--- src/rtl/sfifo_pkg.sv ---
package sfifo_pkg;

  localparam int WORD_W    = 16;
  localparam int BIT_IDX_W = $clog2(WORD_W);

  typedef logic [WORD_W-1:0] word_t;

  // write strobe phase
  typedef enum logic [1:0] {
    WS_HIGH    = 2'd0,
    WS_ARMED   = 2'd1,
    WS_BLOCKED = 2'd2
  } wstb_e;

  // bit currently presented on the serial line
  function automatic logic head_bit(input word_t w, input logic msb);
    return msb ? w[WORD_W-1] : w[0];
  endfunction

  // word after one bit has been consumed
  function automatic word_t shift_word(input word_t w, input logic msb);
    return msb ? {w[WORD_W-2:0], 1'b0} : {1'b0, w[WORD_W-1:1]};
  endfunction

endpackage

--- src/rtl/sfifo_wr_ctrl.sv ---
module sfifo_wr_ctrl
  import sfifo_pkg::*;
#(
  parameter int AW = 8
) (
  input  logic          clk,
  input  logic          rst_n,
  input  logic          wr_n,
  input  logic          full,
  output logic          wr_commit,
  output logic [AW-1:0] wptr
);

  logic  wr_n_q;
  wstb_e phase;
  logic  stb_fall;
  logic  stb_rise;

  assign stb_fall  = wr_n_q & ~wr_n;
  assign stb_rise  = ~wr_n_q & wr_n;
  assign wr_commit = stb_rise & (phase == WS_ARMED);

  always_ff @(posedge clk) begin
    if (!rst_n) begin
      wr_n_q <= 1'b1;
      phase  <= WS_HIGH;
      wptr   <= '0;
    end else begin
      wr_n_q <= wr_n;
      if (stb_fall)
        phase <= full ? WS_BLOCKED : WS_ARMED;
      else if (stb_rise)
        phase <= WS_HIGH;
      if (wr_commit)
        wptr <= wptr + 1'b1;
    end
  end


  single_commit_chk: assert property (@(posedge clk) disable iff (!rst_n)
    wr_commit |=> !wr_commit);


  commit_on_rise_chk: assert property (@(posedge clk) disable iff (!rst_n)
    wr_commit |-> (wr_n && $past(!wr_n)));

endmodule

--- src/rtl/sfifo_store.sv ---
module sfifo_store
  import sfifo_pkg::*;
#(
  parameter int DEPTH = 256,
  parameter int AW    = $clog2(DEPTH)
) (
  input  logic          clk,
  input  logic          we,
  input  logic [AW-1:0] waddr,
  input  word_t         wdata,
  input  logic [AW-1:0] raddr,
  output word_t         rdata
);

  word_t mem [DEPTH];

  always_ff @(posedge clk) begin
    if (we)
      mem[waddr] <= wdata;
  end

  assign rdata = mem[raddr];

endmodule

--- src/rtl/sfifo_occ.sv ---
module sfifo_occ #(
  parameter int DEPTH = 256,
  parameter int CW    = $clog2(DEPTH) + 1
) (
  input  logic          clk,
  input  logic          rst_n,
  input  logic          inc,
  input  logic          dec,
  output logic [CW-1:0] occ,
  output logic          full,
  output logic          empty
);

  function automatic logic [CW-1:0] occ_step(input logic [CW-1:0] c,
                                             input logic up, input logic dn);
    case ({up, dn})
      2'b10:   return c + 1'b1;
      2'b01:   return c - 1'b1;
      default: return c;
    endcase
  endfunction

  always_ff @(posedge clk) begin
    if (!rst_n) occ <= '0;
    else        occ <= occ_step(occ, inc, dec);
  end

  assign full  = (occ == CW'(DEPTH));
  assign empty = (occ == '0);


  both_hold_chk: assert property (@(posedge clk) disable iff (!rst_n)
    (inc && dec) |=> (occ == $past(occ)));


  inc_not_full_chk: assert property (@(posedge clk) disable iff (!rst_n)
    inc |-> (occ < CW'(DEPTH)));

endmodule

--- src/rtl/sfifo_shifter.sv ---
module sfifo_shifter
  import sfifo_pkg::*;
(
  input  logic  clk,
  input  logic  rst_n,
  input  logic  sclk_en,
  input  logic  msb_first,
  input  logic  avail,
  input  word_t word_in,
  output logic  load,
  output logic  sdo,
  output logic  live
);

  word_t                sh_word;
  logic                 dir_q;
  logic [BIT_IDX_W-1:0] bit_idx;
  logic                 last_bit;
  logic                 take;

  assign last_bit = (bit_idx == BIT_IDX_W'(WORD_W - 1));
  assign take     = live & sclk_en;
  assign load     = avail & (~live | (take & last_bit));
  assign sdo      = live & head_bit(sh_word, dir_q);

  always_ff @(posedge clk) begin
    if (!rst_n) begin
      sh_word <= '0;
      dir_q   <= 1'b0;
      bit_idx <= '0;
      live    <= 1'b0;
    end else if (load) begin
      sh_word <= word_in;
      dir_q   <= msb_first;
      bit_idx <= '0;
      live    <= 1'b1;
    end else if (take) begin
      sh_word <= shift_word(sh_word, dir_q);
      bit_idx <= bit_idx + 1'b1;
      if (last_bit)
        live <= 1'b0;
    end
  end


  dir_hold_chk: assert property (@(posedge clk) disable iff (!rst_n)
    (live && !load) |=> $stable(dir_q));


  no_gap_chk: assert property (@(posedge clk) disable iff (!rst_n)
    (take && last_bit && avail) |=> (live && bit_idx == '0));


  idle_stable_chk: assert property (@(posedge clk) disable iff (!rst_n)
    (!live && !avail) |=> !live);

endmodule

--- src/rtl/serial_out_fifo.sv ---
module serial_out_fifo
  import sfifo_pkg::*;
#(
  parameter int DEPTH = 256
) (
  input  logic              clk,
  input  logic              rst_n,
  input  logic              wr_n,
  input  logic [WORD_W-1:0] wr_data,
  input  logic              sclk_en,
  input  logic              msb_first,
  output logic              sdo,
  output logic              sdo_live
);

  localparam int AW = $clog2(DEPTH);
  localparam int CW = AW + 1;

  logic          wr_commit;
  logic [AW-1:0] wptr;
  logic [AW-1:0] rptr;
  logic [CW-1:0] occ;
  logic          full;
  logic          empty;
  logic          ld;
  word_t         rd_word;

  sfifo_wr_ctrl #(.AW(AW)) u_wr (
    .clk(clk), .rst_n(rst_n), .wr_n(wr_n), .full(full),
    .wr_commit(wr_commit), .wptr(wptr)
  );

  sfifo_store #(.DEPTH(DEPTH), .AW(AW)) u_mem (
    .clk(clk), .we(wr_commit), .waddr(wptr), .wdata(wr_data),
    .raddr(rptr), .rdata(rd_word)
  );

  sfifo_occ #(.DEPTH(DEPTH), .CW(CW)) u_occ (
    .clk(clk), .rst_n(rst_n), .inc(wr_commit), .dec(ld),
    .occ(occ), .full(full), .empty(empty)
  );

  sfifo_shifter u_sh (
    .clk(clk), .rst_n(rst_n), .sclk_en(sclk_en), .msb_first(msb_first),
    .avail(~empty), .word_in(rd_word), .load(ld), .sdo(sdo), .live(sdo_live)
  );

  always_ff @(posedge clk) begin
    if (!rst_n)  rptr <= '0;
    else if (ld) rptr <= rptr + 1'b1;
  end


  no_overflow_chk: assert property (@(posedge clk) disable iff (!rst_n)
    occ <= CW'(DEPTH));


  no_underflow_chk: assert property (@(posedge clk) disable iff (!rst_n)
    ld |-> (occ != '0));


  idle_quiet_chk: assert property (@(posedge clk) disable iff (!rst_n)
    !sdo_live |-> !sdo);

endmodule

--- config.mk ---
export PLATFORM = sky130hd
export DESIGN_NAME = serial_out_fifo
export DESIGN_NICKNAME = d
export VERILOG_FILES = /design/src/rtl/sfifo_pkg.sv /design/src/rtl/sfifo_wr_ctrl.sv /design/src/rtl/sfifo_store.sv /design/src/rtl/sfifo_occ.sv /design/src/rtl/sfifo_shifter.sv /design/src/rtl/serial_out_fifo.sv
export SDC_FILE = /design/constraint.sdc
export NUM_CORES = 2
export LEC_CHECK = 0
export BUFFER_PORTS_ARGS = -buffer_cell sky130_fd_sc_hd__buf_4
export CORE_ASPECT_RATIO = 1.25
export CORE_MARGIN = 3
export CORE_UTILIZATION = 55
export CTS_BUF_LIST = sky130_fd_sc_hd__clkbuf_16
export CTS_CLUSTER_DIAMETER = 120
export DETAILED_ROUTE_END_ITERATION = 7
export PLACE_DENSITY = 0.7
export SLEW_MARGIN = 30
export SYNTH_ARGS = -nofsm -noshare
export SYNTH_HDL_FRONTEND = slang
export SYNTH_HIERARCHICAL = 1
export SYNTH_SLANG_ARGS = --single-unit
--- constraint.sdc ---
create_clock -name clk -period 4 [get_ports clk]
set_clock_uncertainty 0.15 [all_clocks]
set_input_delay 0.4 -clock clk [delete_from_list [all_inputs] [get_ports clk]]
set_output_delay 0.4 -clock clk [all_outputs]
set_load 0.02 [all_outputs]
Word-level counts from Yosys, hierarchy flattened
Memory sizes are Yosys's and may differ from the RTL's. A register that Yosys moved wholly into a read port is not among the register bits.
Cells that the tools add are included.
{ "totals": {"latch_bits": 0, "ram_bits": 4096, "memories": 1, "elab_cells": 55, "inputBits": 21, "mem_bits_ro": 0, "regBits": 50} }
{ "memory_table": {"columns": ["name", "depth", "width", "read_ports", "rd_ports_with_merged_regs", "wr", "line_no", "source"], "rows": [
  ["u_mem.mem", 256, 16, 1, 1, 1, "sfifo_store.sv:15", "word_t mem [DEPTH];"]
]} }
{ "classes": {"div": 0, "magnitude_cmp": 0, "n_mux": 15, "multipliers": 0, "shifts": 0, "n_reduce_logical": 7, "addsub": 5, "bitwise_logic": 13, "eq_ne": 5} }
{ "op_table": {"columns": ["op", "count"], "rows": [
  ["$mux W16", 3],
  ["$pmux W9 S2", 1],
  ["$add A8 B1 Y8 const B", 2],
  ["$mux W8", 2],
  ["$add A9 B1 Y9 const B", 1],
  ["$eq A9 B9 Y1 const B", 1],
  ["$logic_not A9 Y1", 1],
  ["$sub A9 B1 Y9 const B", 1],
  ["$reduce_bool A2 Y1", 4],
  ["$and A1 B1 Y1", 7],
  ["$mux W1", 6],
  ["$mux W2", 3],
  ["$not A1 Y1", 5],
  ["$add A4 B1 Y4 const B", 1],
  ["$eq A2 B1 Y1 const B", 2],
  ["$eq A4 B4 Y1 const B", 1],
  ["$eq A2 B2 Y1 const B", 1],
  ["$reduce_and A2 Y1", 1],
  ["$reduce_or A2 Y1", 1],
  ["$or A1 B1 Y1", 1]
]} }

Depth between registers and ports, before layout
{ "logic_depth": {"ltp_word": 6, "depth_mapped": 17, "ltp_nobuf": 13} }

By module
The synthesis kept the hierarchy.
{ "modules_own_cells": {"columns": ["module", "cells_per_inst", "seq_area_each_um2", "area_each_um2", "n_inst"], "rows": [
  ["sfifo_store", 7344, 122998.0, 158394.4, 1],
  ["sfifo_shifter", 140, 440.4, 1325.0, 1],
  ["sfifo_occ", 118, 180.2, 929.6, 1],
  ["sfifo_wr_ctrl", 54, 220.2, 500.5, 1],
  ["serial_out_fifo", 38, 160.2, 362.8, 1]
]} }

Worst setup path before layout
OpenSTA, ideal clock, no wires.
{ "synth_timing": {"kind": "reg2reg", "startpoint": "reg u_occ.occ[5]", "endpoint": "reg u_occ.occ[4]", "path_buffers": 4, "path_slack_ps": 691, "arrival_time_ps": 3041, "synth_period_minus_slack_ps": 3309, "stages_incl_launch_ff": 18, "path_cell_list": "dfxtp_1 -> buf_2 -> nor3_4 -> nand2_1 -> nor4_1 -> inv_1 -> a21boi_2 -> buf_6 -> ha_1 -> buf_6 -> buf_2 -> xor2_1 -> ha_1 -> and3b_1 -> o21ai_2 -> a21oi_1 -> a211o_1 -> mux2i_1"} }
{ "synth_via": {"elab_chain_cells": 5} }
{ "synth_lines": {"columns": ["element", "line_no", "source"], "rows": [
  ["start: declaration", "sfifo_occ.sv:9", "output logic [CW-1:0] occ,"],
  ["start signal: assignment", "sfifo_occ.sv:25", "else occ <= occ_step(occ, inc, dec);"],
  ["$logic_not A9 Y1 *", "sfifo_occ.sv:29", "assign empty = (occ == '0);"],
  ["named net empty", "serial_out_fifo.sv:24", "logic empty;"],
  ["$not A1 Y1 *", "serial_out_fifo.sv:45", ".avail(~empty), .word_in(rd_word), .load(ld), .sdo(sdo), .live(sdo_live)"],
  ["$and A1 B1 Y1 *", "sfifo_shifter.sv:23", "assign load = avail & (~live | (take & last_bit));"],
  ["named net ld", "serial_out_fifo.sv:25", "logic ld;"],
  ["$eq A2 B1 Y1 / $eq A2 B2 Y1 (equally long branches)", "sfifo_occ.sv:16", "case ({up, dn})"],
  ["$pmux W9 S2 / $reduce_bool A2 Y1 (equally long branches)", null, null]
]} }
The timed path passes the listed nets; every way through them passes the cells marked *.
A chain may end at the register's enable or synchronous reset.

==> metrics <==
reg2reg end=u_sh/sh_word[5]$_SDFFE_PN0P_; number of H-tree levels=5; post-route ant nets=0; 1st-pass router iterations=7; Post-Synthesis Cells=7694; Post-Route WL=421000 um; post-route setup slack=-0.0488 ns; total global-route track usage=0.279; Tmin final=4.05 ns; leakage power=roughly 57 nW; outcome=finished with violations; Die Width=491 um; DP Area=170000 sq um; Yosys top cell area share=0.762; max capacitance violation total=0; CP bufs+invs=3; initial antenna violation count=11; Final Max Slew Viols=0; CTS tree=done; Setup violations, final=1; Unique masters post-synth=82; fin area=about 180000 sq um; number of synthesized register bits=approximately 4.1k; # fillers=19.3k; slowest CP cell=o32ai_1; reg2reg path depth=10; Area Growth Syn to Fin=13.0%; WP data arrival=between 4 and 5 ns; Clk Latency, worst-skew pair=just over 0.9 ns; max_slew headroom=0.278; failing checks=negative setup slack; Die Y=about 610 um; Async SR Flop Fraction=0; crit path launch type=flip-flop; first-pass GRT wire length=602000 um; largest net degree at the start of global routing=147; Final Cycle Share=1.01; Ys Warns=6; Initial Util=0.555; worst reg2reg setup slack=-0.05 ns; vias in the first global route=~82k; pwr dens=569 nW/um^2; DRC viols=0; non-filler instance count after layout=~12k; worst r2r src=rptr[1]$_SDFFE_PN0P_; nets=around 8.3k; Post-Syn Area=between 150000 and 200000 sq um; Clock Pin Slew Worst Setup and Hold Paths=roughly 0.060 ns; number of top-level pins=23; highest clock rate=approximately 250 MHz; Final Hold Viols=0; Vias=about 83k; RSZ-0062 raised after global routing=false; crit-path max cell delay=between 0.7 and 0.8 ns; crit end category=flip-flop; Least-Margin Pin Slew=between 1 and 1.5 ns; cts bufs inserted=approximately 380; via-per-instance ratio=roughly 6.6; port bufs=22; area leader, netlist=edfxtp_1; Syn Nets=~7.7k; hold endpoint=u_sh/dir_q$_SDFFE_PN0P_; GP Congestion=0.893; starting DRC count in detailed routing=11.6k; Area contributors post-synth=edfxtp_1, mux4_2, mux2i_1, o221ai_1, nor2_1; crit path max fanout=52; Die ar.=between 300000 and 400000 sq um; DP Cell Count=11.8k; fraction of layout instances using a drive strength above 1=0.253; dpl hpwl=around 250000 um; CP Class=reg -> reg; EDFF count, synth=4096; CP delay by family, top=compound AO/OA/AOI/OAI gates; post-CTS setup buffer count=0; drt wl/cell=between 30 and 40 um; root buffer cell=clkbuf_16; cell depth of the worst hold path=4; CTS Buffer Depth=4; GRT overflow=0; sequential share of the synthesized area=0.768; Avg Inst Size Synth=21.0 sq um; core area=around 290000 sq um; peak supply drop=approximately 0.00043 V; HP Class=in -> reg; ys flop type=edfxtp_1; Hold Startpoint=msb_first; Required @ worst endpoint=roughly 4.6 ns; Sink Count=slightly above 4k; crit path cell chain=buf_12, buf_12, mux4_2, mux4_2, a22o_1, o32ai_1, buf_4, nor4_1, nand2_1, mux2i_1; Rows=about 220
[synthesized netlist by cell type (8+ instances only)]
master	n
mux2_2	88
nor4_1	18
mux2i_1	607
nor3_1	96
o22ai_1	150
buf_6	81
nor2_1	320
a22oi_1	47
buf_8	11
buf_2	85
o31ai_1	18
a211oi_1	20
o221ai_1	253
o21ai_0	48
a21oi_1	202
nand4_1	30
nor2b_1	14
inv_1	12
buf_4	34
a22o_1	32
dfxtp_1	50
nand2_1	73
a221oi_1	28
a31oi_1	8
edfxtp_1	4096
a311o_1	14
mux4_2	797
ha_1	8
clkbuf_1	233
nand3_1	45
and3_1	12
nand2b_1	9
buf_1	28
o32ai_1	20
[worst max path at each step]
stage                               from  depth (start not counted)                            end  slack (ns)
3_5_place_dp        rptr[0]$_SDFFE_PN0P_                         13   u_sh/sh_word[5]$_SDFFE_PN0P_       -0.07
4_1_cts             rptr[1]$_SDFFE_PN0P_                         10   u_sh/sh_word[5]$_SDFFE_PN0P_        0.04
2_1_floorplan  u_occ/occ[5]$_SDFFE_PN0P_                         17      u_occ/occ[4]$_SDFFE_PN0P_        0.69
5_1_grt             rptr[0]$_SDFFE_PN0P_                         11  u_sh/sh_word[10]$_SDFFE_PN0P_      0.0009
3_3_place_gp        rptr[4]$_SDFFE_PN0P_                         10   u_sh/sh_word[2]$_SDFFE_PN0P_       -0.26
6_report            rptr[1]$_SDFFE_PN0P_                         10   u_sh/sh_word[5]$_SDFFE_PN0P_       -0.05
[cell usage in the layout, fill, tap and decap left out, types with 18 or more instances in the layout]
cell type      instances
a211oi_1              20
a21oi_1              202
a221oi_1              27
a22o_1                32
a22oi_1               47
buf_12                90
buf_4                562
bufinv_16             36
clkbuf_16            391
clkinv_1              87
clkinv_2              67
dfxtp_1               45
dlygate4sd3_1         21
edfxtp_1            4096
inv_1                 83
mux2_2                88
mux2i_1              607
mux4_2               797
nand2_1               71
nand3_1               35
nand4_1               30
nor2_1               283
nor2_2                37
nor3_1                89
nor4_1                18
o21ai_0               48
o221ai_1             253
o22ai_1              150
o31ai_1               18
o32ai_1               19
[metrics by stage]
step	total power [mW]	setup WS (ns)	TNS [ns]	hold WS [ns]	util
4_1_cts	104	0.0360	0	0.190	0.626
2_1_floorplan	63.4	0.691	0	0.304	-
3_3_place_gp	69.1	-0.264	-0.336	0.315	0.584
5_1_grt	107	0.000898	0	0.242	0.627
6_report	104	-0.0488	-0.0488	0.261	0.627
3_5_place_dp	69.3	-0.0683	-0.0683	0.335	0.584
[repair_timing]
| action | CTS | global route |
|---|---|---|
| endpoints found under the setup margin | 1 | 1 |
| gates cloned | 0 | 0 |
| hold buffers | 21 | 0 |
| resized for setup | 1 | 2 |
| pin swaps | 0 | 0 |
| hold endpoints to repair | 967 | 0 |
[worst register-to-register path, stage by stage, from the launching register on]
cell and delay, ns:
dfxtp_4 0.64, buf_12 0.27, buf_12 0.34, mux4_2 0.46
mux4_2 0.48, a22o_1 0.31, o32ai_1 0.72, buf_4 0.28
nor4_1 0.07, nand2_1 0.11, mux2i_1 0.08
[state kept, by name (all words and copies together) (netlist names)]
| signal | flops |
|---|---|
| u_wr/wptr | 8 |
| u_wr/wr_n_q | 1 |
| u_sh/live | 1 |
| u_sh/dir_q | 1 |
| u_sh/sh_word | 16 |
| u_sh/bit_idx | 4 |
| u_wr/phase | 2 |
| rptr | 8 |
| u_occ/occ | 9 |
| u_mem/mem | 4096 |
[metal layers]
metal / part of all wire / up-vias / global-route usage
met1: 0.37 / 43600 / 0.383
li1: - / 33700 / -
met4: 0.047 / 8 / 0.113
met2: 0.49 / 4894 / 0.446
met5: 0.00013 / - / 0
met3: 0.10 / 849 / 0.0530
[final cells by class]
cell class                      instances  area (sq um)  share of cell area
Tap cell                             3902          4880              0.0268
Inverter                               16          72.6            0.000398
Sequential cell                      4146        124000               0.680
Timing Repair Buffer                  695          6640              0.0364
Multi-Input combinational cell       3054         34800               0.191
Clock inverter                        285          2260              0.0124
Antenna cell                            4          10.0           0.0000548
Clock buffer                          391          9780              0.0536
[cells by family (layout without fill, tap and decap cells)]
kind of cell | after synthesis | after routing | share of synthesized area
flops | 4146 | 4146 | 0.768
mux | 1492 | 1492 | 0.155
compound gates | 873 | 873 | 0.0387
simple gates | 669 | 669 | 0.0194
buf+inv | 494 | 1387 | 0.0181
xor+xnor | 12 | 12 | 0.000651
fa+ha+maj | 8 | 8 | 0.000620
other cells | 0 | 4 | 0
[report_power, final]
part | internal (mW) | leakage (nW) | switching [mW] | total, mW
Sequential | 47.8 | 37.2 | 0.267 | 48.1
Combinational | 9.30 | 13.4 | 11.0 | 20.3
Clock | 20.0 | 6.19 | 15.5 | 35.5
Total | 77.1 | 56.8 | 26.8 | 104
(Power assumes the default switching activity.)
